===== config.mk =====
export PLATFORM = sky130hd
export DESIGN_NAME = pkt_page_alloc
export DESIGN_NICKNAME = d
export VERILOG_FILES = /design/src/rtl/pkt_page_alloc_pkg.sv /design/src/rtl/pkt_fifo.sv /design/src/rtl/page_ledger.sv /design/src/rtl/pkt_page_alloc.sv
export SDC_FILE = /design/constraint.sdc
export NUM_CORES = 1
export LEC_CHECK = 0
export BUFFER_PORTS_ARGS = -buffer_cell sky130_fd_sc_hd__clkbuf_2
export CAP_MARGIN = 20
export CORE_UTILIZATION = 55
export CTS_BUF_LIST = sky130_fd_sc_hd__clkbuf_4 sky130_fd_sc_hd__clkbuf_8
export DETAILED_ROUTE_END_ITERATION = 12
export PLACE_DENSITY = 0.76
export SLEW_MARGIN = 15
export SYNTH_ARGS = -nofsm -noshare
export SYNTH_HDL_FRONTEND = slang
export SYNTH_SLANG_ARGS = --single-unit

===== constraint.sdc =====
create_clock -name clk_i -period 5.4 [get_ports clk_i]
set_input_delay 0.27 -clock clk_i [delete_from_list [all_inputs] [get_ports clk_i]]
set_output_delay 0.27 -clock clk_i [all_outputs]
set_load 0.005 [all_outputs]

===== src/rtl/pkt_page_alloc_pkg.sv =====
package pkt_page_alloc_pkg;
  localparam int PKT_FIELD_W = 7;

  typedef enum logic [2:0] {
    OP_NOP      = 3'd0,
    OP_ALLOC    = 3'd1,
    OP_RESET    = 3'd2,
    OP_RX_DROP  = 3'd3,
    OP_RX_FREE  = 3'd4,
    OP_FREE     = 3'd5,
    OP_TX_PUSH  = 3'd6,
    OP_TX_CLEAR = 3'd7
  } op_e;
endpackage


===== src/rtl/pkt_fifo.sv =====
module pkt_fifo #(
  parameter int DEPTH = 8,
  parameter int W     = 7
) (
  input  logic         clk_i,
  input  logic         rst_ni,
  input  logic         clear_i,
  input  logic         push_i,
  input  logic [W-1:0] data_i,
  input  logic         pop_i,
  output logic [W-1:0] head_o,
  output logic         empty_o,
  output logic         full_o
);
  localparam int AW = (DEPTH > 1) ? $clog2(DEPTH) : 1;
  localparam int CW = $clog2(DEPTH + 1);

  logic [W-1:0]  mem_q [DEPTH];
  logic [AW-1:0] rd_q, wr_q;
  logic [CW-1:0] cnt_q;
  logic          push_ok, pop_ok;

  assign empty_o = (cnt_q == '0);
  assign full_o  = (cnt_q == CW'(DEPTH));
  assign push_ok = push_i && !full_o;
  assign pop_ok  = pop_i && !empty_o;
  assign head_o  = empty_o ? '0 : mem_q[rd_q];

  function automatic logic [AW-1:0] nxt(input logic [AW-1:0] p);
    return (p == AW'(DEPTH - 1)) ? '0 : p + AW'(1);
  endfunction

  always_ff @(posedge clk_i or negedge rst_ni) begin
    if (!rst_ni) begin
      rd_q  <= '0;
      wr_q  <= '0;
      cnt_q <= '0;
    end else if (clear_i) begin
      rd_q  <= '0;
      wr_q  <= '0;
      cnt_q <= '0;
    end else begin
      if (push_ok) wr_q <= nxt(wr_q);
      if (pop_ok)  rd_q <= nxt(rd_q);
      if (push_ok && !pop_ok) cnt_q <= cnt_q + CW'(1);
      else if (pop_ok && !push_ok) cnt_q <= cnt_q - CW'(1);
    end
  end

  always_ff @(posedge clk_i) begin
    if (push_ok) mem_q[wr_q] <= data_i;
  end

  assert_count_bound_R12: assert property (@(posedge clk_i) disable iff (!rst_ni)
    cnt_q <= CW'(DEPTH));
  assert_full_drop_R12: assert property (@(posedge clk_i) disable iff (!rst_ni)
    (push_i && full_o && !pop_i && !clear_i) |=> full_o);
endmodule


===== src/rtl/page_ledger.sv =====
module page_ledger #(
  parameter int NUM_PAGES = 32,
  parameter int NUM_PKTS  = 8,
  parameter int SIZE_W    = 3,
  localparam int PKT_IDX_W = (NUM_PKTS > 1) ? $clog2(NUM_PKTS) : 1,
  localparam int CNT_W     = $clog2(NUM_PAGES + 1),
  localparam int REQ_W     = SIZE_W + 1
) (
  input  logic                 clk_i,
  input  logic                 rst_ni,
  input  logic                 clear_i,
  input  logic                 grant_i,
  input  logic [REQ_W-1:0]     req_pages_i,
  input  logic                 release_i,
  input  logic [PKT_IDX_W-1:0] release_pkt_i,
  output logic [CNT_W-1:0]     free_pages_o,
  output logic                 fit_o,
  output logic [PKT_IDX_W-1:0] grant_pkt_o
);
  logic [NUM_PKTS-1:0] owned_q;
  logic [REQ_W-1:0]    pages_q [NUM_PKTS];
  logic [CNT_W-1:0]    free_q;
  logic                idle_found;
  logic [15:0]         used_sum;

  // lowest free packet number wins
  always_comb begin
    idle_found  = 1'b0;
    grant_pkt_o = '0;
    for (int i = NUM_PKTS - 1; i >= 0; i--) begin
      if (!owned_q[i]) begin
        idle_found  = 1'b1;
        grant_pkt_o = PKT_IDX_W'(i);
      end
    end
  end

  assign fit_o        = idle_found && (free_q >= CNT_W'(req_pages_i));
  assign free_pages_o = free_q;

  always_ff @(posedge clk_i or negedge rst_ni) begin
    if (!rst_ni) begin
      owned_q <= '0;
      free_q  <= CNT_W'(NUM_PAGES);
      for (int i = 0; i < NUM_PKTS; i++) pages_q[i] <= '0;
    end else if (clear_i) begin
      owned_q <= '0;
      free_q  <= CNT_W'(NUM_PAGES);
      for (int i = 0; i < NUM_PKTS; i++) pages_q[i] <= '0;
    end else if (grant_i) begin
      owned_q[grant_pkt_o] <= 1'b1;
      pages_q[grant_pkt_o] <= req_pages_i;
      free_q               <= free_q - CNT_W'(req_pages_i);
    end else if (release_i && owned_q[release_pkt_i]) begin
      owned_q[release_pkt_i] <= 1'b0;
      free_q                 <= free_q + CNT_W'(pages_q[release_pkt_i]);
    end
  end

  always_comb begin
    used_sum = '0;
    for (int i = 0; i < NUM_PKTS; i++)
      if (owned_q[i]) used_sum = used_sum + 16'(pages_q[i]);
  end

  assert_page_balance_R5: assert property (@(posedge clk_i) disable iff (!rst_ni)
    (16'(free_q) + used_sum) == 16'(NUM_PAGES));
  assert_grant_fits_R4: assert property (@(posedge clk_i) disable iff (!rst_ni)
    grant_i |-> fit_o);
  assert_free_bound_R11: assert property (@(posedge clk_i) disable iff (!rst_ni)
    free_q <= CNT_W'(NUM_PAGES));
endmodule


===== src/rtl/pkt_page_alloc.sv =====
module pkt_page_alloc
  import pkt_page_alloc_pkg::*;
#(
  parameter int NUM_PAGES = 32,
  parameter int NUM_PKTS  = 8,
  parameter int SIZE_W    = 3
) (
  input  logic        clk_i,
  input  logic        rst_ni,
  input  logic        cmd_we_i,
  input  logic [15:0] cmd_i,
  input  logic [6:0]  pkt_sel_i,
  input  logic        rx_push_i,
  input  logic [6:0]  rx_pkt_i,
  input  logic        tx_pop_i,
  output logic        busy_o,
  output logic [7:0]  alloc_result_o,
  output logic        alloc_done_o,
  output logic [15:0] queue_status_o,
  output logic [15:0] mem_info_o
);
  localparam int PKT_IDX_W = (NUM_PKTS > 1) ? $clog2(NUM_PKTS) : 1;
  localparam int CNT_W     = $clog2(NUM_PAGES + 1);
  localparam int REQ_W     = SIZE_W + 1;

  op_e                  op;
  logic                 accept, act;
  logic                 rel_q;
  logic [PKT_IDX_W-1:0] rel_pkt_q;
  logic                 pend_q;
  logic [REQ_W-1:0]     pend_pages_q;
  logic [7:0]           result_q;
  logic                 done_q;
  logic                 grant, fit, do_reset;
  logic [PKT_IDX_W-1:0] grant_pkt;
  logic [CNT_W-1:0]     free_pages;
  logic [PKT_FIELD_W-1:0] rx_head, tx_head;
  logic                 rx_empty, tx_empty, rx_full, tx_full;
  logic                 rx_pop, sel_ok, rx_ok;
  logic                 unused_bits;

  assign unused_bits = ^{cmd_i[15:8], cmd_i[4:0], rx_full, tx_full};

  assign op       = op_e'(cmd_i[7:5]);
  assign accept   = cmd_we_i && !rel_q;
  assign act      = accept && (op != OP_NOP);
  assign do_reset = accept && (op == OP_RESET);
  assign grant    = pend_q && fit && !rel_q && !act;
  assign sel_ok   = (pkt_sel_i < 7'(NUM_PKTS));
  assign rx_ok    = (rx_head < 7'(NUM_PKTS));
  assign rx_pop   = accept && !rx_empty && (op == OP_RX_DROP || op == OP_RX_FREE);

  always_ff @(posedge clk_i or negedge rst_ni) begin
    if (!rst_ni) begin
      rel_q        <= 1'b0;
      rel_pkt_q    <= '0;
      pend_q       <= 1'b0;
      pend_pages_q <= '0;
      result_q     <= 8'h80;
      done_q       <= 1'b0;
    end else begin
      done_q <= grant;
      rel_q  <= 1'b0;
      if (grant) begin
        pend_q   <= 1'b0;
        result_q <= {1'b0, 7'(grant_pkt)};
      end
      if (accept) begin
        unique case (op)
          OP_ALLOC: begin
            pend_q       <= 1'b1;
            pend_pages_q <= REQ_W'(cmd_i[SIZE_W-1:0]) + REQ_W'(1);
            result_q     <= 8'h80;
          end
          OP_RESET: begin
            pend_q   <= 1'b0;
            result_q <= 8'h80;
          end
          OP_FREE: if (sel_ok) begin
            rel_q     <= 1'b1;
            rel_pkt_q <= PKT_IDX_W'(pkt_sel_i);
          end
          OP_RX_FREE: if (!rx_empty && rx_ok) begin
            rel_q     <= 1'b1;
            rel_pkt_q <= PKT_IDX_W'(rx_head);
          end
          default: ;
        endcase
      end
    end
  end

  page_ledger #(
    .NUM_PAGES (NUM_PAGES),
    .NUM_PKTS  (NUM_PKTS),
    .SIZE_W    (SIZE_W)
  ) u_ledger (
    .clk_i         (clk_i),
    .rst_ni        (rst_ni),
    .clear_i       (do_reset),
    .grant_i       (grant),
    .req_pages_i   (pend_pages_q),
    .release_i     (rel_q),
    .release_pkt_i (rel_pkt_q),
    .free_pages_o  (free_pages),
    .fit_o         (fit),
    .grant_pkt_o   (grant_pkt)
  );

  pkt_fifo #(.DEPTH(NUM_PKTS), .W(PKT_FIELD_W)) u_rx_q (
    .clk_i   (clk_i),
    .rst_ni  (rst_ni),
    .clear_i (do_reset),
    .push_i  (rx_push_i),
    .data_i  (rx_pkt_i),
    .pop_i   (rx_pop),
    .head_o  (rx_head),
    .empty_o (rx_empty),
    .full_o  (rx_full)
  );

  pkt_fifo #(.DEPTH(NUM_PKTS), .W(PKT_FIELD_W)) u_tx_q (
    .clk_i   (clk_i),
    .rst_ni  (rst_ni),
    .clear_i (do_reset || (accept && op == OP_TX_CLEAR)),
    .push_i  (accept && op == OP_TX_PUSH),
    .data_i  (pkt_sel_i),
    .pop_i   (tx_pop_i),
    .head_o  (tx_head),
    .empty_o (tx_empty),
    .full_o  (tx_full)
  );

  assign busy_o         = rel_q;
  assign alloc_result_o = result_q;
  assign alloc_done_o   = done_q;
  assign queue_status_o = {rx_empty, rx_head, tx_empty, tx_head};
  assign mem_info_o     = {8'(free_pages), 8'(NUM_PAGES)};

  assert_done_pulse_R2: assert property (@(posedge clk_i) disable iff (!rst_ni)
    alloc_done_o |=> !alloc_done_o);
  assert_done_result_R2: assert property (@(posedge clk_i) disable iff (!rst_ni)
    alloc_done_o |-> !alloc_result_o[7]);
  assert_busy_single_R5: assert property (@(posedge clk_i) disable iff (!rst_ni)
    busy_o |=> !busy_o);
  assert_busy_ignore_R6: assert property (@(posedge clk_i) disable iff (!rst_ni)
    (busy_o && cmd_we_i && cmd_i[7:5] == 3'd1) |=> $stable(alloc_result_o));
endmodule


==> flow_summary.toml <==
[route]
drt-initial-drc-count = 419
ant_nets = 0
wl_per_cell_um = 19.0
wl_um = 18500
via_per_inst = 5.89
drcViolationCount = 0
dr_total_vias = 5727
drt-pass1-iter-count = 5

[sta]
rsz0062_at_grt = "no"
max_freq_ghz = 0.297
whs_ns = 0.0712
tns_ns = 0
worstMarginPinSlew_ns = 1.03
hold_viol = 0
relSlewSlack_pct = 31.6
skew_ns = 0.0134
setup_viol = 0
maxSlewViolCount = 0
layout_min_cycle_time_ns = 3.36
post-route-period-util_pct = 62.3

[floorplan]
num_rows = 46
dieHeight_um = 131
core_um2 = 16100
pin_count = 77
die_w_um = 131
initial_core_util_pct = 56.9
dieArea_um2 = 17100

[critical_path]
start_kind = "register"
crit_family = "simple AND/OR/NAND/NOR gates"
required_ns = 5.79
cp_slowest_cell = "nor4_2"
endpoint = "u_tx_q.cnt_q[3]"
crit_chain = "nor4_2, nand2b_1, ha_1, inv_1, ha_1, a21o_1, a21oi_1, xnor2_1, or3_1, a21oi_1"
crit_buf_inv = 1
worstSetupStartpoint = "u_tx_q.cnt_q[1]"
path_depth = 10
path_class = "reg2reg"
rr_worst_depth = 10
reg2reg_to = "u_tx_q.cnt_q[3]"
cp_max_fo = 9
rrSetupSlack_ns = 2.04
crit_arrival_ns = 3.75
slowest_delay_ns = 0.88
endpoint_kind = "register"
rr_startpoint = "u_tx_q.cnt_q[1]"

[power_and_ir_drop]
seqPwrFrac_pct = 47.5
p_per_area_nw_per_um2 = 462
swShare_pct = 33.5
switchingPower_w = 0.00156
p_int_w = 0.00310
p_leak_nw = 4.16
pwr-share-clk_pct = 22.9
p_comb_share_pct = 29.6
peakVddDrop_uv = 262

[global_route]
grt_pass1_vias = 5802
grt_pass1_wl_um = 29500
track_usage_pct = 23.4
overflow = 0
antenna_found_initial = 0
grt_max_degree = 85

[clock_network]
post_cts_buffers = 0
htreeDepth = 4
cts.clk_slew.worst_paths_ns = 0.10
cts_buffer_depth = 2
cts_tree = "done"
clock_sinks = 196
insertion_delay_ns = 0.46
cts_made_buffers = 17
clock-root-buffer = "clkbuf_8"

[logic_synthesis]
ys_top_cells_by_area = "edfxtp_1 (37%), dfrtp_1 (22%), mux4_2 (7.9%)"
seq_area_frac_synth_pct = 59.8
synth_area_um2 = 9140
synth_cell_types = 63
syn_inst = 693
synth.most_common_cell = "edfxtp_1"
synth_top_area_share_pct = 36.8
synth_seq_cells = 196
synth-main-ff-cell = "edfxtp_1"
synth_largest_area_cell = "edfxtp_1"
synth_edf_count = 112
synthTopCellsByCount = "edfxtp_1 (112), dfrtp_1 (82), nor2_1 (71), mux2i_1 (60), nand2_1 (59)"
yosysWarnings = 0
synth.avg_cell_area_um2 = 13.2
synthArstFlopShare_pct = 42.9

[finish]
antennaDiodeCount = 0
fin_cells = 973
nNetsFinal = 805
drive_gt1_share_pct = 19.6
nFillCells = 1192
syn2layout_area_growth_pct = 10.4
stdcell_area_um2 = 10100

[placed_design]
dp_hpwl_um = 12800
port-buffer-count = 56
placedInstanceArea_um2 = 9560
dp_cells = 934
gp_congestion = 0.811

[outcome]
status = "completed"

[worst_hold_path]
hold_path.class = "in2reg"

[run]
cap_violations = 0
state kept, by name, summed over array words and instances (netlist names), 4 cells and up:
name / count
alloc_result_o: 8
pend_pages_q: 4
u_ledger.free_pages_o: 6
u_ledger.owned_q: 8
u_ledger.pages_q: 32
u_rx_q.cnt_q: 4
u_rx_q.mem_q: 56
u_tx_q.cnt_q: 4
u_tx_q.mem_q: 56
layer usage:
metal	part of all wire [%]	vias up	track usage [%]
li1	-	2618	-
met1	41	2881	29.3
met2	51	198	40.0
met3	6.2	30	5.54
met4	1.8	0	7.84
met5	0	-	0
layout by cell type, fill, tap and decap left out, types with 5 or more instances in the layout:
| cell type | netlist | final |
|---|---|---|
| nor3_1 | 10 | 9 |
| a21oi_1 | 27 | 27 |
| mux2i_1 | 60 | 60 |
| nor2_1 | 71 | 71 |
| ha_1 | 22 | 22 |
| edfxtp_1 | 112 | 112 |
| clkbuf_8 | 0 | 17 |
| buf_4 | 13 | 8 |
| clkbuf_2 | 0 | 57 |
| bufinv_16 | 0 | 5 |
| and2_1 | 7 | 7 |
| mux4_2 | 32 | 32 |
| xnor2_1 | 6 | 6 |
| dfrtp_1 | 82 | 82 |
| xor2_1 | 6 | 6 |
| nand2_1 | 59 | 59 |
| nand4_1 | 6 | 6 |
| conb_1 | 2 | 10 |
| nand3_1 | 9 | 9 |
| o31ai_1 | 6 | 6 |
| o21ai_0 | 15 | 15 |
| a21o_1 | 6 | 6 |
| nand2b_1 | 13 | 13 |
| inv_1 | 24 | 24 |
| o21ai_1 | 6 | 6 |
power by group through the flow:
stage               Sequential [W]  Combinational, W  Clock [W]
floorplan                  0.00202           0.00113          0
CTS                        0.00221           0.00138    0.00109
finish                     0.00221           0.00138    0.00107
global route               0.00226           0.00154    0.00114
detailed placement         0.00225           0.00137          0
global placement           0.00222           0.00130          0
worst min path at each step:
stage                                  from                 end  slack [ns]  depth (start not counted)
after CTS                          cmd_i[2]     pend_pages_q[3]        0.03                          3
after floorplan                      rst_ni        alloc_done_o       -0.03                          0
final                           rx_pkt_i[4]  u_rx_q.mem_q[4][4]        0.07                          1
after global placement    alloc_result_o[5]   alloc_result_o[5]        0.47                          1
after detailed placement  alloc_result_o[5]   alloc_result_o[5]        0.47                          1
after global routing            rx_pkt_i[4]  u_rx_q.mem_q[3][4]        0.06                          1
kinds of logic (layout without fill, tap and decap cells):
kind of cell               after synthesis  in the layout  synth area share (%)
and+or+nand+nor                        206            206                  10.8
DFF                                    196            196                  59.8
muxes                                   94             94                  14.7
AOI/OAI and AO/OA                       87             87                  6.06
buffers and inverters                   70            126                  3.55
adders and majority gates               26             26                  3.89
xor gates and xnor gates                12             12                  1.15
other                                    2             10                0.0822
what timing repair did:
action,4_1_cts,5_1_grt
hold buffers,2,0
hold endpoints to repair,6,0
gates resized for setup,0,0
area by class of cell:
cell class	instances	area, µm²	area share (%)
Multi-Input combinational cell	435	3400	33.7
Clock inverter	12	203	2.01
Timing Repair Buffer	69	400	3.97
Tap cell	216	270	2.68
Inverter	25	93.8	0.930
Clock buffer	20	256	2.54
Sequential cell	196	5470	54.2
metrics by stage:
stage	util, %	setup slack [ns]	power [W]
finish	62.8	2.04	0.00466
detailed placement	59.5	2.06	0.00362
CTS	62.5	2.02	0.00469
global route	62.8	1.84	0.00495
floorplan	-	2.60	0.00315
global placement	59.5	2.12	0.00352
worst reg2reg max path, stage by stage, from the launching register on:
cell and delay, ns:
dfrtp_1 0.47, nor4_2 0.88, nand2b_1 0.35, ha_1 0.29, inv_1 0.08, ha_1 0.29, a21o_1 0.19, a21oi_1 0.18
xnor2_1 0.10, or3_1 0.31, a21oi_1 0.16
Power figures use the tool's default switching activity.
